`src/rtl/xchg_pkg.sv`:
```
package xchg_pkg;
    localparam int N_PORT = 4;
    localparam int SRC_W  = $clog2(N_PORT);
    localparam int CODE_W = 5;

    typedef enum logic {
        RT_IDLE   = 1'b0,
        RT_ACTIVE = 1'b1
    } route_state_e;

    typedef struct packed {
        logic [N_PORT-1:0]            en;
        logic [N_PORT-1:0][SRC_W-1:0] src;
    } route_dec_t;
endpackage

```
`src/rtl/xchg_route_decoder.sv`:
```
module xchg_route_decoder
    import xchg_pkg::*;
(
    input  logic [CODE_W-1:0] code,
    output route_dec_t        dec
);
    always_comb begin
        dec = '0;
        case (code)
            5'b01000: begin dec.en[0] = 1'b1; dec.src[0] = 2'd1; dec.en[3] = 1'b1; dec.src[3] = 2'd2; end
            5'b01001: begin dec.en[0] = 1'b1; dec.src[0] = 2'd1; end
            5'b01010: begin dec.en[2] = 1'b1; dec.src[2] = 2'd3; end
            5'b01011: begin dec.en[0] = 1'b1; dec.src[0] = 2'd1; dec.en[2] = 1'b1; dec.src[2] = 2'd3; end
            5'b01100: begin dec.en[1] = 1'b1; dec.src[1] = 2'd0; dec.en[3] = 1'b1; dec.src[3] = 2'd2; end
            5'b01101: begin dec.en[1] = 1'b1; dec.src[1] = 2'd0; end
            5'b01110: begin dec.en[3] = 1'b1; dec.src[3] = 2'd2; end
            5'b01111: begin dec.en[1] = 1'b1; dec.src[1] = 2'd0; dec.en[2] = 1'b1; dec.src[2] = 2'd3; end
            5'b10000: begin dec.en[2] = 1'b1; dec.src[2] = 2'd0; dec.en[1] = 1'b1; dec.src[1] = 2'd3; end
            5'b10001: begin dec.en[2] = 1'b1; dec.src[2] = 2'd0; end
            5'b10010: begin dec.en[3] = 1'b1; dec.src[3] = 2'd1; end
            5'b10011: begin dec.en[2] = 1'b1; dec.src[2] = 2'd0; dec.en[3] = 1'b1; dec.src[3] = 2'd1; end
            5'b10100: begin dec.en[0] = 1'b1; dec.src[0] = 2'd2; dec.en[3] = 1'b1; dec.src[3] = 2'd1; end
            5'b10101: begin dec.en[0] = 1'b1; dec.src[0] = 2'd2; end
            5'b10110: begin dec.en[1] = 1'b1; dec.src[1] = 2'd3; end
            5'b10111: begin dec.en[0] = 1'b1; dec.src[0] = 2'd2; dec.en[1] = 1'b1; dec.src[1] = 2'd3; end
            5'b11000: begin dec.en[0] = 1'b1; dec.src[0] = 2'd3; dec.en[2] = 1'b1; dec.src[2] = 2'd1; end
            5'b11001: begin dec.en[1] = 1'b1; dec.src[1] = 2'd2; end
            5'b11010: begin dec.en[0] = 1'b1; dec.src[0] = 2'd3; end
            5'b11011: begin dec.en[0] = 1'b1; dec.src[0] = 2'd3; dec.en[1] = 1'b1; dec.src[1] = 2'd2; end
            5'b11100: begin dec.en[3] = 1'b1; dec.src[3] = 2'd0; dec.en[1] = 1'b1; dec.src[1] = 2'd2; end
            5'b11101: begin dec.en[3] = 1'b1; dec.src[3] = 2'd0; end
            5'b11110: begin dec.en[2] = 1'b1; dec.src[2] = 2'd1; end
            5'b11111: begin dec.en[3] = 1'b1; dec.src[3] = 2'd0; dec.en[2] = 1'b1; dec.src[2] = 2'd1; end
            default:  dec = '0;
        endcase
    end
endmodule

```
`src/rtl/xchg_route_fsm.sv`:
```
module xchg_route_fsm
    import xchg_pkg::*;
(
    input  logic              clk,
    input  logic              force_off,
    input  logic              data_mode,
    input  logic [CODE_W-1:0] route_sel,
    output route_state_e      state_q,
    output logic [CODE_W-1:0] route_q,
    output logic              active
);
    route_state_e state_d;
    logic         code_valid;

    assign code_valid = |route_sel[CODE_W-1:CODE_W-2];

    always_comb begin
        state_d = state_q;
        unique case (state_q)
            RT_IDLE: begin
                if (!data_mode && code_valid) state_d = RT_ACTIVE;
            end
            RT_ACTIVE: begin
                if (!data_mode && !code_valid) state_d = RT_IDLE;
            end
            default: state_d = RT_IDLE;
        endcase
    end

    always_ff @(posedge clk or posedge force_off) begin
        if (force_off) begin
            state_q <= RT_IDLE;
            route_q <= '0;
        end else begin
            state_q <= state_d;
            if (!data_mode) route_q <= route_sel;
        end
    end

    always_comb begin
        active = (state_q == RT_ACTIVE);
    end
endmodule

```
`src/rtl/xchg_port_stage.sv`:
```
module xchg_port_stage
    import xchg_pkg::*;
#(
    parameter int W = 9
) (
    input  logic                  clk,
    input  logic                  force_off,
    input  logic                  capture,
    input  logic [SRC_W-1:0]      src_sel,
    input  logic [N_PORT*W-1:0]   bus_in,
    output logic [W-1:0]          data_q
);
    logic [W-1:0] picked;

    always_comb begin
        picked = bus_in[src_sel*W +: W];
    end

    always_ff @(posedge clk or posedge force_off) begin
        if (force_off)    data_q <= '0;
        else if (capture) data_q <= picked;
    end
endmodule

```
`src/rtl/bus_exchanger4.sv`:
```
module bus_exchanger4
    import xchg_pkg::*;
#(
    parameter int W = 9
) (
    input  logic                clk,
    input  logic                force_off,
    input  logic                data_mode,
    input  logic [CODE_W-1:0]   route_sel,
    input  logic [N_PORT*W-1:0] port_in,
    output logic [N_PORT*W-1:0] port_out,
    output logic [N_PORT-1:0]   port_oe
);
    route_state_e      state_q;
    logic [CODE_W-1:0] route_q;
    logic              active;
    route_dec_t        dec;

    xchg_route_fsm u_fsm (
        .clk       (clk),
        .force_off (force_off),
        .data_mode (data_mode),
        .route_sel (route_sel),
        .state_q   (state_q),
        .route_q   (route_q),
        .active    (active)
    );

    xchg_route_decoder u_dec (
        .code (route_q),
        .dec  (dec)
    );

    assign port_oe = dec.en & {N_PORT{active & ~force_off}};

    for (genvar p = 0; p < N_PORT; p++) begin : g_port
        xchg_port_stage #(.W(W)) u_stage (
            .clk       (clk),
            .force_off (force_off),
            .capture   (data_mode & active & dec.en[p]),
            .src_sel   (dec.src[p]),
            .bus_in    (port_in),
            .data_q    (port_out[p*W +: W])
        );
    end
endmodule

```
`config.mk`:
```
export PLATFORM = sky130hd
export DESIGN_NAME = bus_exchanger4
export DESIGN_NICKNAME = d
export VERILOG_FILES = /design/src/rtl/xchg_pkg.sv /design/src/rtl/xchg_route_decoder.sv /design/src/rtl/xchg_route_fsm.sv /design/src/rtl/xchg_port_stage.sv /design/src/rtl/bus_exchanger4.sv
export SDC_FILE = /design/constraint.sdc
export NUM_CORES = 1
export LEC_CHECK = 0
export ABC_AREA = 1
export BUFFER_PORTS_ARGS = -buffer_cell sky130_fd_sc_hd__buf_2
export CAP_MARGIN = 20
export CORE_MARGIN = 10
export CORE_UTILIZATION = 48
export CTS_BUF_LIST = sky130_fd_sc_hd__clkbuf_4 sky130_fd_sc_hd__clkbuf_8 sky130_fd_sc_hd__clkbuf_16
export DETAILED_ROUTE_END_ITERATION = 7
export HOLD_SLACK_MARGIN = 0.06
export PLACE_DENSITY = 0.74
export SKIP_CTS_REPAIR_TIMING = 1
export SYNTH_ARGS = -nofsm -noshare
export SYNTH_HDL_FRONTEND = slang
export SYNTH_SLANG_ARGS = --single-unit
```
`constraint.sdc`:
```
create_clock -name clk -period 5.21 [get_ports clk]
set_clock_uncertainty 0.2 [all_clocks]
set_input_delay 0.2605 -clock clk [delete_from_list [all_inputs] [get_ports clk]]
set_output_delay 0.2605 -clock clk [all_outputs]
set_load 0.02 [all_outputs]
```
* After elaboration in Yosys (flattened, before gate mapping)
Cells that the tools add are included. Widths: inputs -> output; s select.
Storage, ports and cells: bits in registers 42, output and inout port bits 40, word-level logic and storage cells 76
Operators by class: multiply operators 4, eq/ne operators 24, shift-type cells 4, muxes and demuxes 11, bitwise gates (word level) 9, reduce and logical (&&, ||, !) cells 18
Operator list (number):
- $shiftx 36x7->9 | 4
- $eq 5x5->1 const B | 16
- $eq 5x4->1 const B | 8
- $reduce_or 9->1 | 4
- $reduce_or 3->1 | 9
- $mul 2x4->6 const B | 4
- $pmux 2 s2 | 3
- $and 1x1->1 | 6
- $mux 1 | 6
- $pmux 2 s3 | 1
- $and 4x4->4 | 1
- $logic_and 1x1->1 | 2
- $logic_not 1->1 | 2
- $not 1->1 | 2
- $pmux 1 s2 | 1
- $reduce_or 2->1 | 1

* Logic depth before layout (Yosys ltp)
Gate-level depths: netlist of run 1.
depth after elaboration 5, depth in mapped cells 12, mapped depth without buffers 11

* Cells and area by module
A second synthesis of run 1 with hierarchy kept.
Second synthesis, totals: cell total of the unflattened synthesis 683, area total of the unflattened synthesis 3888.7 µm²
Modules (own cells, without submodules):
- xchg_port_stage | times used 4, cells an instance 144, area each 823.3 µm², seq. area each 225.2 µm²
- xchg_route_decoder | times used 1, cells an instance 66, area each 299.0 µm², seq. area each 0.0 µm²
- xchg_route_fsm | times used 1, cells an instance 26, area each 240.2 µm², seq. area each 150.1 µm²
- bus_exchanger4 | times used 1, cells an instance 15, area each 56.3 µm², seq. area each 0.0 µm²

* Worst setup path before layout of run 1
OpenSTA, ideal clock, no wires.
path kind input-to-output, start point input force_off, end point output port_oe[1], arrival time 1.775 ns, slack 2.974 ns, stages 3, cell sequence inv_1 -> nand2_1 -> a21oi_1
On the way: cells in the longest elaborated chain, start to end 3
RTL lines:
- start, declared | line bus_exchanger4.sv:7 | input logic force_off,
- $not 1->1 | line bus_exchanger4.sv:34 | assign port_oe = dec.en & {N_PORT{active & ~force_off}};
- $and 1x1->1 | line bus_exchanger4.sv:34
- $and 4x4->4 | line bus_exchanger4.sv:34
- end, declared | line bus_exchanger4.sv:12 | output logic [N_PORT-1:0] port_oe
Every way passes these cells.

* Final worst setup path of run 1
start point register u_fsm.route_q[4], end point output port_oe[0]
On the way: cells in the longest elaborated chain, start to end 4, elaborated cells on any way between the ends 12, those cells by class eq/ne: 9; mux: 1; bitwise: 1; reduce/logical: 1
RTL lines:
- start, declared | line xchg_route_fsm.sv:9 | output logic [CODE_W-1:0] route_q,
- start signal, assigned | line xchg_route_fsm.sv:36 | if (!data_mode) route_q <= route_sel;
- $eq 5x4->1 or $eq 5x5->1 (tied branches) | line xchg_route_decoder.sv:9 | case (code)
- $reduce_or 9->1 (no source line) *
- $mux 1 * | line xchg_route_decoder.sv:9
- $and 4x4->4 * | line bus_exchanger4.sv:34
Every way passes the cells marked *; elsewhere a longest branch is shown, timed or not.

==> impl_metrics.py, run 1 <==
metrics = {
    "pwr": {
        "swShare_pct": 43.8,
        "power.switching_mw": 0.637,
        "seq_power_share_pct": 36.6,
        "ir_worst_vdd_v": 0.000247,
        "leakage_nw": 2.27,
        "combPwrFrac_pct": 44.8,
        "p_int_mw": 0.817,
        "p_per_area_nw_per_um2": 389,
        "clkPwrFrac_pct": 18.6,
    },
    "final_layout": {
        "final_common_cell": "nand2_1",
        "n_antenna_cell": 0,
        "layout_common_cells": "237 x nand2_1, 83 x buf_2, 60 x nand3_1",
        "syn_to_final_growth_pct": 18.0,
        "finalNonFillerCells": 657,
        "nets": 623,
        "drive_gt1_share_pct": 22.2,
    },
    "cts": {
        "clk_latency_ns": 0.30,
        "cts_sinks": 42,
        "clock_path_buffers": 2,
        "cts_buffers": 5,
        "cts_max_level": 2,
        "cts_tree": "done",
        "clk_pin_slew_ns": 0.08,
        "clockRootBuffer": "clkbuf_8",
    },
    "floorplan": {
        "core_sq_um": 6390,
        "io_pins": 84,
        "die_h_um": 101,
        "start_util_pct": 49.6,
        "rows": 29,
        "dieWidth_um": 101,
        "fp.dieArea_sq_um": 10200,
    },
    "synthesis": {
        "synth_fp_nets": 541,
        "ys_ff_latch": 42,
        "async_flop_share_pct": 100,
        "ys_seq_area_share_pct": 33.2,
        "ys_dominant_reg_cell": "dfrtp_1",
        "synth-edff-count": 0,
        "syn_inst": 497,
        "synth.distinct_cells": 27,
        "synth.cell_area_sq_um": 3170,
        "syn_avg_cell_area_sq_um": 6.37,
        "yosysWarnings": 0,
    },
    "timing": {
        "worst_slew_pin_slew_ns": 0.933,
        "max_freq_ghz": 0.331,
        "relSlewSlack_pct": 37.8,
        "period_minus_slack_ns": 3.02,
        "tns_ns": 0,
        "hold_viol_final": 0,
        "fin_crit_sh_pct": 57.9,
        "slew_violations": 0,
        "rsz0062_at_grt": "no",
        "setup_viol": 0,
    },
    "setup_path": {
        "end_kind": "output port",
        "worstPathArrival_ns": 2.56,
        "crit_path_start_kind": "flip-flop",
        "critPathKind": "reg2out",
        "crit_fanout": 17,
        "crit_required_ns": 4.75,
    },
    "place": {
        "hpwl_um": 8290,
        "gp_congestion": 0.978,
        "dp_cells": 643,
        "portBuffers": 83,
    },
    "global_routing": {
        "overflow": 0,
        "grt_max_degree": 33,
        "antenna_found_initial": 0,
        "grt_pass1_vias": 3390,
        "grt_usage_pct": 19.9,
        "grt_pass1_wl_um": 16500,
    },
    "route": {
        "dr.pass1.iters": 6,
        "drc_errors": 0,
        "ant_nets": 0,
        "wl_per_cell_um": 15.8,
        "drtIter0Drc": 390,
        "vias_per_cell": 5.21,
        "routed_wl_um": 10400,
        "via_count": 3420,
    },
    "worst_hold_path": {
        "hp-class": "in2reg",
    },
    "outcome": {
        "status": "finished clean",
    },
    "run": {
        "drv_cap": 0,
    },
}
worst max-delay path, cell delays in order, from the launching register on:
cell and delay (ns):
dfrtp_1 0.78, nand3_1 0.19, o22ai_1 0.75, nor2_1 0.20, nor2_1 0.14, buf_2 0.18
stage by stage:
stage | setup WS, ns | power, mW | hold slack [ns] | util, % | cell area [sq um]
6_report | 2.19 | 1.45 | 0.0894 | 58.5 | 3740
5_1_grt | 2.00 | 1.55 | 0.102 | 58.5 | 3740
4_1_cts | 2.25 | 1.46 | -0.211 | 57.6 | 3680
3_5_place_dp | 2.59 | 1.19 | 0.115 | 55.8 | 3560
3_3_place_gp | 2.66 | 1.17 | 0.106 | 55.8 | 3560
2_1_floorplan | 2.97 | 0.964 | 0.181 | - | 3170
path summary, 6_finish.rpt:
| path | from | depth (start not counted) | slack (ns) | to |
|---|---|---|---|---|
| setup / recovery | u_fsm.route_q[4] | 5 | 2.19 | port_oe[0] |
| hold / removal | port_in[17] | 5 | 0.09 | g_port[2].u_stage.data_q[8] |
| setup reg to reg | u_fsm.route_q[4] | 6 | 2.62 | g_port[0].u_stage.data_q[6] |
| hold reg to reg | g_port[0].u_stage.data_q[4] | 2 | 0.28 | g_port[0].u_stage.data_q[4] |
| max in group asynchronous | force_off | 4 | 3.69 | g_port[0].u_stage.data_q[7] |
| min in group asynchronous | force_off | 3 | 0.32 | g_port[3].u_stage.data_q[6] |
synthesized netlist by cell type, types with 2 or more instances:
cell type | instances | area share, %
nand4_1 | 18 | 3.6
nor2_2 | 3 | 0.59
buf_6 | 6 | 2.1
o21ai_2 | 2 | 0.55
nand2_2 | 8 | 1.6
nand3_2 | 2 | 0.63
inv_2 | 6 | 0.71
nand2_4 | 3 | 1.1
nor2_4 | 4 | 1.4
buf_4 | 5 | 1.2
dfrtp_1 | 42 | 33
nand3_4 | 2 | 1.1
nand2_1 | 237 | 28
nor2_1 | 17 | 2.0
inv_4 | 2 | 0.40
nand4_2 | 2 | 0.79
inv_1 | 49 | 5.8
buf_2 | 3 | 0.47
o21ai_0 | 19 | 3.0
nand3_1 | 60 | 9.5
routing by layer:
metal / routed length, um / vias up / global-route usage (%)
li1: - / 1723 / -
met1: 4320 / 1541 / 25.1
met2: 4860 / 135 / 32.1
met4: 267 / 0 / 7.50
met3: 968 / 21 / 4.77
met5: 0 / - / 0
power groups by stage:
stage	clock network [mW]	logic [mW]	registers [mW]
6_report	0.271	0.651	0.532
5_1_grt	0.282	0.719	0.548
4_1_cts	0.273	0.654	0.533
3_5_place_dp	0	0.651	0.537
3_3_place_gp	0	0.643	0.529
2_1_floorplan	0	0.277	0.687
cell type report:
cell class / instances / area [sq um]
Timing Repair Buffer: 90 / 483
Tap cell: 77 / 96.3
Sequential cell: 42 / 1050
Inverter: 58 / 223
Multi-Input combinational cell: 382 / 1770
Fill cell: 640 / 2650
Clock inverter: 2 / 37.5
Clock buffer: 6 / 76.3
state kept, by name (all words and copies together) (netlist names), named ones only:
name                   count
g_port.u_stage.data_q     36
u_fsm.route_q              5
logic make-up after synthesis:
kind of cell	share of synthesized area (%)
flip-flops	33.2
AND/OR/NAND/NOR	52.0
buffers and inverters	10.9
AO/OA/AOI/OAI	3.91
Note: power is estimated with default switching activity, not from simulation.
==> run 2: changes to the inputs <==
- ABC_AREA: 1 -> 0
- PLACE_DENSITY: 0.74 -> 0.76
- clock period: 5.21 -> 3 ns (I/O delays scaled with it)
==> run 2 against run 1 <==
Worst hold slack got worse by 0.074 ns. Largest power group unchanged. Count of clock-buffer cells in the layout rose by 1. Non-clock buffer count rose by 21. Highest routed layer unchanged.
==> impl_metrics.py, run 2 <==
metrics = {
    "outcome": {
        "status": "finished clean",
    },
    "cts": {
        "cts_buffers": 5,
        "clk_latency_ns": 0.29,
        "cts_sinks": 42,
        "clk_pin_slew_ns": 0.09,
        "clockRootBuffer": "clkbuf_8",
        "cts_max_level": 2,
        "clock_path_buffers": 2,
        "cts_tree": "done",
    },
    "synthesis": {
        "yosys.area.top_type": "dfrtp_1",
        "ys_ff_latch": 42,
        "synth.distinct_cells": 42,
        "syn_inst": 280,
        "synth_fp_nets": 324,
        "synthTopCellsByCount": "42 x dfrtp_1, 25 x mux2_2, 23 x nand2_1",
        "ys_seq_area_share_pct": 38.5,
        "syn_avg_cell_area_sq_um": 9.74,
        "ys_top_cells_by_area": "dfrtp_1 39%, mux2_2 10%, mux2_1 7.0%",
        "async_flop_share_pct": 100,
        "synth-edff-count": 0,
        "ys_dominant_reg_cell": "dfrtp_1",
        "synth_most_common_cell": "dfrtp_1",
        "synth.cell_area_sq_um": 2730,
        "synth_top_area_share_pct": 38.5,
        "yosysWarnings": 0,
    },
    "final_layout": {
        "layout_common_cells": "83 x buf_2, 42 x dfrtp_1, 25 x mux2_2",
        "multi_input_area_sq_um": 1560,
        "n_antenna_cell": 0,
        "final_common_cell": "buf_2",
        "fin_util_pct": 63.3,
        "syn_to_final_growth_pct": 27.9,
        "seqCellArea_sq_um": 1050,
        "nets": 424,
        "reg_top3": "g_port.u_stage.data_q: 36 flops, u_fsm.route_q: 5 flops",
        "design_area_sq_um": 3490,
        "largest_register_ffs": 36,
        "finalNonFillerCells": 453,
        "drive_gt1_share_pct": 35.4,
        "fill_cells": 468,
        "largest_register": "g_port.u_stage.data_q",
    },
    "timing": {
        "fin_crit_sh_pct": 92.9,
        "max_freq_ghz": 0.359,
        "tns_ns": 0,
        "postLayoutSetupSlackWorst_ns": 0.212,
        "setup_viol": 0,
        "period_minus_slack_ns": 2.79,
        "rsz0062_at_grt": "no",
        "slew_violations": 0,
        "fin_hold_ws_ns": 0.0156,
        "worst_slew_pin_slew_ns": 0.691,
        "relSlewSlack_pct": 53.9,
        "hold_viol_final": 0,
    },
    "global_routing": {
        "grt_max_degree": 43,
        "grt_pass1_wl_um": 12900,
        "overflow": 0,
        "antenna_found_initial": 0,
        "grt_usage_pct": 17.9,
        "grt_pass1_vias": 2440,
    },
    "place": {
        "dp_cells": 429,
        "placed_area_sq_um": 3230,
        "hpwl_um": 6580,
        "gp_congestion": 0.967,
        "portBuffers": 83,
        "pre_cts_ws_ns": 0.404,
    },
    "setup_path": {
        "crit_fanout": 20,
        "worstPathArrival_ns": 2.84,
        "worst-path-buf-inv": 2,
        "crit_path_start_kind": "flip-flop",
        "critPathKind": "reg2reg",
        "cp_slowest_cell": "dfrtp_1",
        "max_stage_delay_ns": 0.79,
        "crit_required_ns": 3.05,
        "path_cells": "nand2_1, a211o_1, a21oi_2, buf_4, nor2_1, a31oi_1, dlygate4sd3_1",
        "end_kind": "flip-flop",
        "path_delay_family": "buffers and inverters",
    },
    "pwr": {
        "p_per_area_nw_per_um2": 737,
        "total_power_mw": 2.57,
        "ir_worst_vdd_v": 0.000465,
        "leakage_nw": 1.70,
    },
    "floorplan": {
        "core_sq_um": 5510,
        "rows": 27,
        "die_h_um": 95.4,
        "start_util_pct": 49.5,
        "fp.dieArea_sq_um": 9090,
        "io_pins": 84,
        "dieWidth_um": 95.4,
    },
    "route": {
        "drc_errors": 0,
        "ant_nets": 0,
        "via_count": 2614,
        "drtIter0Drc": 253,
        "routed_wl_um": 8530,
        "vias_per_cell": 5.77,
        "wl_per_cell_um": 18.8,
        "dr.pass1.iters": 5,
    },
    "run": {
        "drv_cap": 0,
    },
    "worst_hold_path": {
        "hp-class": "in2reg",
    },
}
-- run 2: changes by cell type after synthesis, sizes merged, moves of 7 or more --
cell / previous run / this run
a211oi: 0 / 20
a21oi: 1 / 16
a31oi: 0 / 7
and3: 0 / 18
inv: 57 / 5
mux2: 0 / 42
mux2i: 0 / 12
nand2: 248 / 23
nand3: 64 / 3
nand4: 21 / 1
o21ai: 21 / 7
o31ai: 0 / 9
-- run 2: final timing paths --
| check | slack, ns | from | to | depth (start not counted) |
|---|---|---|---|---|
| max | 0.21 | u_fsm.route_q[3] | g_port[2].u_stage.data_q[2] | 7 |
| max in group asynchronous | 1.87 | force_off | g_port[0].u_stage.data_q[8] | 4 |
| max reg2reg | 0.21 | u_fsm.route_q[3] | g_port[2].u_stage.data_q[2] | 7 |
| min | 0.02 | port_in[33] | g_port[2].u_stage.data_q[6] | 3 |
| min reg2reg | 0.27 | g_port[0].u_stage.data_q[1] | g_port[0].u_stage.data_q[1] | 2 |
| min in group asynchronous | 0.35 | force_off | g_port[1].u_stage.data_q[0] | 4 |
-- run 2: metal layers --
layer | track usage (%) | vias to the layer above | wire length (um)
li1 | - | 1250 | -
met3 | 4.48 | 14 | 792
met5 | 0 | - | 0
met2 | 27.6 | 151 | 3900
met1 | 24.4 | 1199 | 3690
met4 | 4.86 | 0 | 143
-- run 2: report_power, final --
part / internal [mW] / total (mW) / switching, mW / leakage, nW
sequential: 0.810 / 0.957 / 0.147 / 0.500
combinational: 0.488 / 1.21 / 0.718 / 1.14
clock: 0.199 / 0.407 / 0.207 / 0.0523
-- run 2: cells by family after synthesis --
kind of cell	Yosys count	share of synthesized area [%]
AOI/OAI and AO/OA	76	19.3
buffers and inverters	23	4.13
and+or+nand+nor	84	15.9
DFF	42	38.5
muxes	54	21.8
xor gates and xnor gates	1	0.321
-- run 2: cell type report --
class                           count  share of cell area, %
Multi-Input combinational cell    215                   44.8
Sequential cell                    42                   30.1
Timing Repair Buffer              111                   19.1
Clock buffer                        7                   2.58
Tap cell                           72                   2.58
Inverter                            5                  0.538
Clock inverter                      1                  0.251
-- run 2: worst register-to-register path, cell delays in order (launching register included) --
cell           delay, ns
dfrtp_1             0.79
nand2_1             0.21
a211o_1             0.34
a21oi_2             0.22
buf_4               0.24
nor2_1              0.06
a31oi_1             0.12
dlygate4sd3_1       0.56
==> run 3: changes to the inputs <==
- CORE_UTILIZATION: 48 -> 52
- PLACE_DENSITY: 0.76 -> 0.81
- REMOVE_ABC_BUFFERS: unset -> 1
==> run 3 against run 2 <==
Sequential power about the same. Clock power up 13%. Critical path depth down 2. Combinational power about the same. Final cell count up 1.3%. Worst hold slack better by 0.035 ns. Critical endpoint is now g_port[2].u_stage.data_q[4].
==> impl_metrics.py, run 3 (synthesized netlist as in run 2, its figures left out) <==
metrics = {
    "pwr": {
        "leakage_nw": 1.72,
        "combPwrFrac_pct": 46.3,
        "total_power_mw": 2.64,
        "ir_worst_vdd_v": 0.000528,
        "clkPwrFrac_pct": 17.5,
        "seq_power_share_pct": 36.2,
        "power.switching_mw": 1.08,
        "p_per_area_nw_per_um2": 735,
        "p_int_mw": 1.55,
        "swShare_pct": 41.0,
    },
    "place": {
        "gp_congestion": 0.925,
        "portBuffers": 83,
        "hpwl_um": 6290,
    },
    "setup_path": {
        "path_cells": "nand2_1, nor3_2, a22oi_1, dlygate4sd3_1, a31oi_1",
        "crit_required_ns": 3.01,
        "worstPathArrival_ns": 2.78,
        "crit_fanout": 20,
        "critPathKind": "reg2reg",
        "crit_path_start_kind": "flip-flop",
        "crit-reg2reg-launch": "u_fsm.route_q[3]",
        "end_kind": "flip-flop",
        "reg2reg_slack_ns": 0.23,
        "max_stage_delay_ns": 0.77,
        "cp_slowest_cell": "dfrtp_1",
        "reg2reg_to": "g_port[2].u_stage.data_q[4]",
        "reg2reg_depth": 5,
    },
    "floorplan": {
        "dieWidth_um": 92.4,
        "die_h_um": 92.4,
        "core_sq_um": 5110,
        "start_util_pct": 53.4,
        "rows": 26,
        "io_pins": 84,
        "fp.dieArea_sq_um": 8540,
    },
    "final_layout": {
        "syn_to_final_growth_pct": 31.4,
        "largest_register": "g_port.u_stage.data_q",
        "nets": 432,
        "reg_top3": "g_port.u_stage.data_q: 36 flops, u_fsm.route_q: 5 flops",
        "largest_register_ffs": 36,
        "layout_common_cells": "83 x buf_2, 42 x dfrtp_1, 25 x mux2_2, 25 x dlygate4sd3_1, 23 x nand2_1",
        "drive_gt1_share_pct": 34.3,
        "seqCellArea_sq_um": 1050,
        "multi_input_area_sq_um": 1560,
        "final_common_cell": "buf_2",
        "fill_cells": 388,
    },
    "timing": {
        "fin_crit_sh_pct": 92.4,
        "rsz0062_at_grt": "no",
        "setup_viol": 0,
        "max_freq_ghz": 0.361,
        "worst_slew_pin_slew_ns": 0.715,
        "tns_ns": 0,
        "fin_hold_ws_ns": 0.0504,
        "hold_viol_final": 0,
        "slew_violations": 0,
        "relSlewSlack_pct": 52.1,
        "period_minus_slack_ns": 2.77,
    },
    "route": {
        "dr.pass1.iters": 5,
        "drtIter0Drc": 381,
        "via_count": 2788,
        "drc_errors": 0,
        "ant_nets": 0,
        "vias_per_cell": 6.07,
        "wl_per_cell_um": 20.0,
        "routed_wl_um": 9170,
    },
    "cts": {
        "cts_max_level": 2,
        "cts_sinks": 42,
        "clock_path_buffers": 2,
        "cts_buffers": 5,
        "clk_latency_ns": 0.29,
        "cts_tree": "done",
        "clockRootBuffer": "clkbuf_8",
        "clk_pin_slew_ns": 0.08,
    },
    "run": {
        "drv_cap": 0,
    },
    "worst_hold_path": {
        "holdPathStages": 3,
        "hp-class": "in2reg",
        "worstHoldStart": "port_in[15]",
        "min_to": "g_port[0].u_stage.data_q[6]",
    },
    "global_routing": {
        "grt_max_degree": 43,
        "grt_usage_pct": 19.2,
        "antenna_found_initial": 0,
        "overflow": 0,
        "grt_pass1_vias": 2572,
        "grt_pass1_wl_um": 13400,
    },
    "outcome": {
        "status": "finished clean",
    },
}
-- run 3: worst max-delay path by stage --
| stage | to | depth (start not counted) | from | slack (ns) |
|---|---|---|---|---|
| after CTS | g_port[1].u_stage.data_q[3] | 5 | u_fsm.route_q[0] | 0.36 |
| after floorplan | g_port[1].u_stage.data_q[0] | 5 | u_fsm.route_q[0] | 0.43 |
| after global placement | g_port[1].u_stage.data_q[3] | 5 | u_fsm.route_q[0] | 0.44 |
| final | g_port[2].u_stage.data_q[4] | 5 | u_fsm.route_q[3] | 0.23 |
| after global routing | g_port[2].u_stage.data_q[2] | 5 | u_fsm.route_q[3] | 0.02 |
| after detailed placement | g_port[1].u_stage.data_q[4] | 5 | u_fsm.route_q[0] | 0.37 |
-- run 3: critical path: cells and delay by family (launching register included) --
| kind | cells | cell delay, ns |
|---|---|---|
| AO/OA/AOI/OAI | 2 | 0.36 |
| flip-flops | 1 | 0.77 |
| buffers and inverters | 1 | 0.59 |
| AND/OR/NAND/NOR | 2 | 0.78 |
-- run 3: final cells by class --
class / count / share of cell area (%)
multi-input cells: 215 / 43.6
flip-flops and latches: 42 / 29.3
repair buffers: 119 / 20.9
well taps: 70 / 2.44
clock buffers: 6 / 2.30
clock inverters: 1 / 0.838
inverters: 5 / 0.524
diodes: 1 / 0.0698
-- run 3: per-layer routing --
layer / track usage (%) / wire (um) / up-vias
met5: 0 / 0 / -
met4: 7.07 / 308 / 0
met3: 5.97 / 944 / 36
met2: 29.2 / 4240 / 199
met1: 25.1 / 3670 / 1298
li1: - / - / 1255
-- run 3: through the flow --
stage / cell area (sq um) / worst slack (ns) / cells / util [%]
final: 3580 / 0.229 / 459 / 70.2
after global routing: 3580 / 0.0150 / 458 / 70.1
after CTS: 3330 / 0.359 / 433 / 65.2
after global placement: 3220 / 0.445 / 426 / 63.0
after floorplan: 2630 / 0.434 / 262 / -
after detailed placement: 3220 / 0.369 / 426 / 63.0
-- run 3: power by group through the flow --
stage / registers, mW / logic [mW] / clock network, mW
floorplan: 1.25 / 0.421 / 0
global placement: 0.939 / 1.16 / 0
detailed placement: 0.953 / 1.19 / 0
CTS: 0.948 / 1.19 / 0.468
global route: 0.981 / 1.31 / 0.504
finish: 0.954 / 1.22 / 0.461
